## config.mk

```make
export PLATFORM = sky130hd
export DESIGN_NAME = lin_sleep_ctrl
export DESIGN_NICKNAME = d
export VERILOG_FILES = /design/src/rtl/lsw_pkg.sv /design/src/rtl/lsw_rx_sync.sv /design/src/rtl/lsw_idle_timer.sv /design/src/rtl/lsw_wake_qual.sv /design/src/rtl/lin_sleep_ctrl.sv
export SDC_FILE = /design/constraint.sdc
export NUM_CORES = 1
export LEC_CHECK = 0
export ABC_AREA = 1
export BUFFER_PORTS_ARGS = -buffer_cell sky130_fd_sc_hd__buf_2
export CORE_MARGIN = 2
export CORE_UTILIZATION = 45
export CTS_CLUSTER_SIZE = 16
export DETAILED_ROUTE_END_ITERATION = 8
export PLACE_DENSITY_LB_ADDON = 0.15
export SLEW_MARGIN = 20
export SYNTH_ARGS = -nofsm -noshare
export SYNTH_HDL_FRONTEND = slang
export SYNTH_SLANG_ARGS = --single-unit
```

## constraint.sdc

```tcl
create_clock -name clk -period 1.8 [get_ports clk]
set_clock_uncertainty 0.2 [all_clocks]
set_input_delay 0.27 -clock clk [delete_from_list [all_inputs] [get_ports clk]]
set_output_delay 0.27 -clock clk [all_outputs]
set_load 0.05 [all_outputs]
```

## src/rtl/lsw_pkg.sv

```systemverilog
package lsw_pkg;
  localparam int ID_W   = 6;
  localparam int DATA_W = 8;
  localparam logic [ID_W-1:0]   SLEEP_CMD_ID   = 6'h3C;
  localparam logic [DATA_W-1:0] SLEEP_CMD_BYTE = 8'h00;

  typedef enum logic {
    WQ_IDLE = 1'b0,
    WQ_LOW  = 1'b1
  } wq_state_t;
endpackage

```

## src/rtl/lsw_rx_sync.sv

```systemverilog
module lsw_rx_sync (
  input  logic clk,
  input  logic rst_n,
  input  logic rx_async,
  output logic rx_lvl,
  output logic rx_fall,
  output logic rx_rise
);
  logic meta_q, sync_q, prev_q;

  always_ff @(posedge clk or negedge rst_n) begin
    if (!rst_n) begin
      meta_q <= 1'b1;
      sync_q <= 1'b1;
      prev_q <= 1'b1;
    end else begin
      meta_q <= rx_async;
      sync_q <= meta_q;
      prev_q <= sync_q;
    end
  end

  assign rx_lvl  = sync_q;
  assign rx_fall = prev_q & ~sync_q;
  assign rx_rise = ~prev_q & sync_q;
endmodule

```

## src/rtl/lsw_idle_timer.sv

```systemverilog
module lsw_idle_timer #(
  parameter int unsigned WINDOW = 40_000_000
) (
  input  logic clk,
  input  logic rst_n,
  input  logic clr,
  input  logic en,
  output logic timeout
);
  localparam int CW = $clog2(WINDOW + 1);
  localparam logic [CW-1:0] LAST = CW'(WINDOW - 1);

  logic [CW-1:0] cnt_q;

  always_ff @(posedge clk or negedge rst_n) begin
    if (!rst_n)            cnt_q <= '0;
    else if (clr || !en)   cnt_q <= '0;
    else if (cnt_q != LAST) cnt_q <= cnt_q + 1'b1;
  end

  assign timeout = en & ~clr & (cnt_q == LAST);

  AST_TIMER_BOUND: assert property (@(posedge clk) disable iff (!rst_n)
    cnt_q <= LAST);

  AST_TIMER_CLEARED: assert property (@(posedge clk) disable iff (!rst_n)
    clr |=> (cnt_q == '0));
endmodule

```

## src/rtl/lsw_wake_qual.sv

```systemverilog
module lsw_wake_qual
  import lsw_pkg::*;
#(
  parameter int unsigned MIN_LOW = 1500
) (
  input  logic clk,
  input  logic rst_n,
  input  logic armed,
  input  logic rx_lvl,
  input  logic rx_fall,
  input  logic rx_rise,
  output logic wake
);
  localparam int LW = $clog2(MIN_LOW + 1);
  localparam logic [LW-1:0] SAT = LW'(MIN_LOW);

  wq_state_t st_q;
  logic [LW-1:0] low_q;

  always_ff @(posedge clk or negedge rst_n) begin
    if (!rst_n) begin
      st_q  <= WQ_IDLE;
      low_q <= '0;
    end else if (!armed) begin
      st_q  <= WQ_IDLE;
      low_q <= '0;
    end else begin
      unique case (st_q)
        WQ_IDLE: if (rx_fall) begin
          st_q  <= WQ_LOW;
          low_q <= LW'(1);
        end
        WQ_LOW: if (rx_rise) begin
          st_q  <= WQ_IDLE;
          low_q <= '0;
        end else if (low_q != SAT) begin
          low_q <= low_q + 1'b1;
        end
        default: st_q <= WQ_IDLE;
      endcase
    end
  end

  assign wake = armed & (st_q == WQ_LOW) & rx_rise & (low_q >= SAT);

  AST_WAKE_ON_RISE: assert property (@(posedge clk) disable iff (!rst_n)
    wake |-> (rx_lvl && !$past(rx_lvl)));
endmodule

```

## src/rtl/lin_sleep_ctrl.sv

```systemverilog
module lin_sleep_ctrl
  import lsw_pkg::*;
#(
  parameter int unsigned TICK_HZ = 10_000_000,
  parameter int unsigned IDLE_MS = 4000,
  parameter int unsigned WAKE_US = 150
) (
  input  logic              clk,
  input  logic              rst_n,
  input  logic              bus_rx,
  input  logic              auto_sleep_en,
  input  logic              frm_valid,
  input  logic [ID_W-1:0]   frm_id,
  input  logic [DATA_W-1:0] frm_data0,
  output logic              sleeping,
  output logic              wake_pulse
);
  localparam longint unsigned IDLE_L =
    longint'(TICK_HZ) * longint'(IDLE_MS) / 64'd1000;
  localparam longint unsigned WAKE_L =
    longint'(TICK_HZ) * longint'(WAKE_US) / 64'd1000000;
  localparam int unsigned IDLE_CYC = (IDLE_L < 2) ? 2 : int'(IDLE_L);
  localparam int unsigned WAKE_CYC = (WAKE_L < 1) ? 1 : int'(WAKE_L);

  logic rx_lvl, rx_fall, rx_rise;
  logic timeout, timer_clr, sleep_cmd, wake;
  logic sleep_q;

  lsw_rx_sync u_sync (
    .clk      (clk),
    .rst_n    (rst_n),
    .rx_async (bus_rx),
    .rx_lvl   (rx_lvl),
    .rx_fall  (rx_fall),
    .rx_rise  (rx_rise)
  );

  assign timer_clr = sleep_q | rx_fall | rx_rise | frm_valid;

  lsw_idle_timer #(.WINDOW(IDLE_CYC)) u_timer (
    .clk     (clk),
    .rst_n   (rst_n),
    .clr     (timer_clr),
    .en      (auto_sleep_en),
    .timeout (timeout)
  );

  lsw_wake_qual #(.MIN_LOW(WAKE_CYC)) u_wake (
    .clk     (clk),
    .rst_n   (rst_n),
    .armed   (sleep_q),
    .rx_lvl  (rx_lvl),
    .rx_fall (rx_fall),
    .rx_rise (rx_rise),
    .wake    (wake)
  );

  assign sleep_cmd = frm_valid & (frm_id == SLEEP_CMD_ID) &
                     (frm_data0 == SLEEP_CMD_BYTE);

  always_ff @(posedge clk or negedge rst_n) begin
    if (!rst_n)                          sleep_q <= 1'b0;
    else if (sleep_q && wake)            sleep_q <= 1'b0;
    else if (!sleep_q && (sleep_cmd || timeout)) sleep_q <= 1'b1;
  end

  assign sleeping   = sleep_q;
  assign wake_pulse = wake;

  AST_WAKE_ONLY_ASLEEP: assert property (@(posedge clk) disable iff (!rst_n)
    wake_pulse |-> sleeping);

  AST_WAKE_CLEARS_SLEEP: assert property (@(posedge clk) disable iff (!rst_n)
    wake_pulse |=> !sleeping);

  AST_WAKE_SINGLE: assert property (@(posedge clk) disable iff (!rst_n)
    wake_pulse |=> !wake_pulse);

  AST_SLEEP_FRAME: assert property (@(posedge clk) disable iff (!rst_n)
    (frm_valid && frm_id == 6'h3C && frm_data0 == 8'h00) |=> sleeping);

  AST_SLEEP_HOLDS: assert property (@(posedge clk) disable iff (!rst_n)
    (sleeping && !wake_pulse) |=> sleeping);
endmodule

```

======== Word-level counts from Yosys, hierarchy flattened ========
Cells that the tools add are included.
operators by class
  add/subtract/negate cells ............... 2
  magnitude comparators ................... 1
  equality and inequality tests ........... 6
  muxes and demuxes ....................... 13
  bitwise gates (word level) .............. 16
  reductions and logical operators ........ 10
operator list
  operator                                       number
  2-to-1 mux 26 bit                              2
  2-to-1 mux 11 bit                              4
  adder 26 x 1 -> 26 bit, second input constant  1
  == test 26 bit, second input constant          1
  != test 26 bit, second input constant          1
  one-hot mux 11 bit (2 select lines)            1
  adder 11 x 1 -> 11 bit, second input constant  1
  >= comparator 11 bit, second input constant    1
  != test 11 bit, second input constant          1
  bitwise AND 1 bit                              9
  logical NOT 8 bit                              1
  == test 6 bit, second input constant           1
  2-to-1 mux 1 bit                               5
  != test 4 bit, second input constant           1
  inverter 1 bit                                 4
  nonzero test 2 bit                             2
  != test 3 bit, second input constant           1
  OR 1 bit                                       3
  logical AND 1 bit                              2
  logical NOT 1 bit                              2
  logical OR 1 bit                               2
  one-hot mux 1 bit (2 select lines)             1
  AND reduction 2 bit                            1
word-level totals
  register bits after elaboration ......... 42
  output and inout port bits .............. 2
  word-level logic and storage cells ...... 55

======== Depth between registers and ports, before layout ========
  depth after elaboration ................. 12
  gate-level depth with buffers ........... 9

======== Hierarchy ========
A second synthesis with hierarchy kept.
unflattened totals
  cell total of the unflattened synthesis .. 457
  area total of the unflattened synthesis .. 2936.6 um^2
modules (own cells, without submodules)
  module          instances  cells each  area an instance (um^2)  sequential area each (um^2)
  lsw_idle_timer  1          287         1806.7                   650.6
  lsw_wake_qual   1          137         909.6                    300.3
  lin_sleep_ctrl  1          26          126.4                    25.0
  lsw_rx_sync     1          7           93.8                     78.8

======== Least setup slack after synthesis ========
No wires, ideal clock.
  path kind ............................... reg-to-output
  from .................................... register u_sync.sync_q (netlist: u_sync.rx_lvl)
  to ...................................... output port wake_pulse
  data arrival time ....................... 1.611 ns
  setup slack ............................. -0.281 ns
  stages on the path, launching flop included .. 5
  cells stage by stage .................... dfstp_2 -> nand2_4 -> nor2_1 -> nand2_1 -> a21oi_1
on the way
  cells in the longest elaborated chain, start to end .. 3
RTL lines
  element                          line                  RTL
  start, declared                  lsw_rx_sync.sv:9      logic meta_q, sync_q, prev_q;
  start signal, assigned           lsw_rx_sync.sv:18     sync_q <= meta_q;
  bitwise AND 1 bit                lsw_rx_sync.sv:25     assign rx_rise = ~prev_q & sync_q;
  bitwise AND 1 bit (2 in series)  lsw_wake_qual.sv:44   assign wake = armed & (st_q == WQ_LOW) & rx_rise & (low_q >= SAT);
  end, declared                    lin_sleep_ctrl.sv:16  output logic wake_pulse
No other way between the ends.

======== Final worst setup path ========
  from .................................... register u_wake.low_q[5]
  to ...................................... output port wake_pulse
on the way
  cells in the longest elaborated chain, start to end .. 2
RTL lines
  element                 line                 RTL
  start, declared         lsw_wake_qual.sv:18  logic [LW-1:0] low_q;
  start signal, assigned  lsw_wake_qual.sv:37  low_q <= low_q + 1'b1;
  >= comparator 11 bit    lsw_wake_qual.sv:44
  bitwise AND 1 bit       lsw_wake_qual.sv:44
No other way between the ends.

==> out/qor.txt <==
clock slew at the register clock pins of the worst setup and hold paths: 0.09 ns
most instantiated library cell after synthesis: sky130_fd_sc_hd__nand2_1
number of placement rows: 28
clock sink total: 42
final worst hold slack: 0.1698 ns
post-synthesis sequential element count: 42
failing checks: negative setup slack
final worst path period need: 1.908 ns
antenna fix cells: 0
worst path arrival time: 1.44 ns
largest driver fanout on the critical path: 3
number of input and output port buffers inserted: 20
Finished Layout Cells: 532
ranking of synthesized cells by area: sky130_fd_sc_hd__dfrtp_1 (36%), sky130_fd_sc_hd__nand2_1 (16%), sky130_fd_sc_hd__nand3_1 (12%), sky130_fd_sc_hd__nor2_1 (9.8%), sky130_fd_sc_hd__inv_1 (5.9%)
synthesized cell area: 2678 µm²
DPL Wire Length: 4865 µm
number of violations reported at the end of detailed-routing iteration 0: 184
slew margin rel.: 70.35%
reported max-cap violation count: 0
most used standard cells in the synthesized netlist: sky130_fd_sc_hd__nand2_1 (111), sky130_fd_sc_hd__nor2_1 (70), sky130_fd_sc_hd__nand3_1 (63), sky130_fd_sc_hd__inv_1 (42), sky130_fd_sc_hd__dfrtp_1 (39)
cell area power density: 526.5 nW/µm²
count of placed standard cells including taps: 508
Startpoint Class: register
post-synthesis cell type count: 27
transition time at the pin with the least slew margin: 0.4413 ns
average footprint of a synthesized cell: 6.644 µm²
cell type with the largest total area after synthesis: sky130_fd_sc_hd__dfrtp_1
final setup slack of the worst path: -0.1085 ns
number of flops mapped to enable cells by yosys: 0
syn nets: 425
DRT antenna net count: 0
Setup violations, final: 1
portion of the post-synthesis area used by sequential elements: 39.39%
result of the run: finished with violations
share of the synthesized area in the top cell type: 36.45%
Vias: 2737
total count of hold-check failures in the final report: 0
f_max: 0.5240 GHz
routability cong.: 0.8731
IO Pins: 21
Wirelength per Cell: 12.65 µm
global route overflow: 0
VDD IR max: 403.8 µV
vias per cell: 5.145
root buffer selected by CTS: sky130_fd_sc_hd__clkbuf_8
Final Max Slew Viols: 0
sum of routed wire length over all layers: 6728 µm
via count of the first global-routing pass: 2571
CP Data Required Time: 1.33 ns
RSZ-0062 raised after global routing: true
type of destination of the critical path: output port
total global-route track usage: 22.07%
die width: 81.14 µm
ratio of final minimum period to clock period: 106.0%
initial antenna violation count: 0
nets@finish: 478
post-synthesis async set-or-reset flop share: 100.0%
CTS H-tree lvls: 2
Die H: 81.14 µm
buffer depth of the longest clock path: 2
pin count of the biggest net entering global routing: 43
number of buffers created by CTS: 5
leakage power total: 1.475 nW
worst skew pair latency: 0.30 ns
Top FF cell, synth: sky130_fd_sc_hd__dfrtp_1
worst min-delay path class: reg2reg
initial core utilization: 45.77%
kind of critical path: reg2out
Die ar.: 6583 µm²
number of warnings issued by yosys: 0
fraction of layout cells with a size suffix above 1: 20.13%
Mapped Cells: 403
DRC violation count after routing: 0
wire length of the first global-routing pass: 11160 µm
area growth from synthesis to layout: 21.54%
core outline area: 5851 µm²
CTS tree: done
router iterations before antenna repair: 4
registers in the layout, indices dropped and copies added (netlist names):
name and flops:
u_timer.cnt_q 26, u_wake.low_q 11, sleeping 1, u_sync.meta_q 1, u_sync.prev_q 1, u_sync.rx_lvl 1
u_wake.st_q 1
cell families (layout without fill, tap and decap cells):
kind of cell	after synthesis	after routing	share of synthesized area, %
adder cells (fa/ha/maj)	3	3	1.402
AO/OA/AOI/OAI	27	27	5.140
flip-flops	42	42	39.39
buffers and inverters	50	104	7.710
XOR/XNOR	1	1	0.3272
AND/OR/NAND/NOR	280	280	46.03
through the flow:
| step | setup TNS [ns] | total power [mW] | cell area [µm²] | setup WS (ns) | utilization, % |
|---|---|---|---|---|---|
| detailed placement | 0 | 1.073 | 2967 | 0.04890 | 50.71 |
| global placement | 0 | 1.072 | 2967 | 0.09258 | 50.71 |
| finish | -0.1085 | 1.713 | 3254 | -0.1085 | 55.62 |
| floorplan | 0 | 1.013 | 2681 | 0.03235 | - |
| global route | -0.2690 | 1.790 | 3254 | -0.1750 | 55.62 |
| CTS | -0.1059 | 1.722 | 3157 | -0.07819 | 53.96 |
path summary, 6_finish.rpt:
path	slack (ns)	end	cells past startpoint	start
max in group asynchronous	0.86	u_sync.meta_q	3	rst_n
max	-0.11	wake_pulse	6	u_wake.low_q[5]
min in group asynchronous	0.27	u_timer.cnt_q[23]	3	rst_n
max reg2reg	0.05	u_timer.cnt_q[24]	9	u_timer.cnt_q[0]
min reg2reg	0.17	u_sync.rx_lvl	0	u_sync.meta_q
min	0.17	u_sync.rx_lvl	0	u_sync.meta_q
metal layers:
layer  global-route usage, %  up-vias  wire [µm]
met5                       0        -          0
met4                   10.00        0        127
met3                   3.222       10        271
met2                   35.62       63       3148
met1                   29.35     1271       3180
li1                        -     1393          -
critical path, cell delays in order (launching register included):
cell                      delay, ns
sky130_fd_sc_hd__dfrtp_1       0.43
sky130_fd_sc_hd__inv_2         0.09
sky130_fd_sc_hd__nand2_2       0.04
sky130_fd_sc_hd__nor2_1        0.08
sky130_fd_sc_hd__nand3_1       0.12
sky130_fd_sc_hd__a21oi_2       0.20
sky130_fd_sc_hd__buf_6         0.18
power by group:
group	leakage, nW	switching (mW)	total (mW)	internal (mW)
registers	0.576	0.00373	0.954	0.950
logic	0.854	0.0661	0.116	0.0501
clock network	0.0447	0.363	0.643	0.280
total	1.47	0.433	1.71	1.28
repair_timing:
item                                   CTS  global route
setup buffers                            8             6
pin swaps                                4             5
hold buffers                             2             0
endpoints found under the hold margin   43             0
setup endpoints to repair                1            34
gates resized for setup                  7            18
cells in the final DEF (no fill, tap or decap), types with 5 or more instances in the layout:
cell                         n
sky130_fd_sc_hd__nand2_1   109
sky130_fd_sc_hd__nor2_1     65
sky130_fd_sc_hd__nand3_1    62
sky130_fd_sc_hd__inv_1      40
sky130_fd_sc_hd__dfrtp_1    39
sky130_fd_sc_hd__buf_4      25
sky130_fd_sc_hd__buf_2      19
sky130_fd_sc_hd__a21oi_1    14
sky130_fd_sc_hd__nor3_1      9
sky130_fd_sc_hd__nor2_2      7
sky130_fd_sc_hd__o21ai_1     7
sky130_fd_sc_hd__or2_2       7
sky130_fd_sc_hd__nand4_1     6
sky130_fd_sc_hd__clkbuf_8    5
area by class of cell:
type                    count  area (µm²)
well taps                  75       93.84
repair buffers             52       382.9
flip-flops and latches     42        1055
clock buffers               5       68.82
fillers                   578        2596
multi-input cells         311        1464
inverters                  44       165.2
clock inverters             3       25.02
Power figures use the tool's default switching activity.
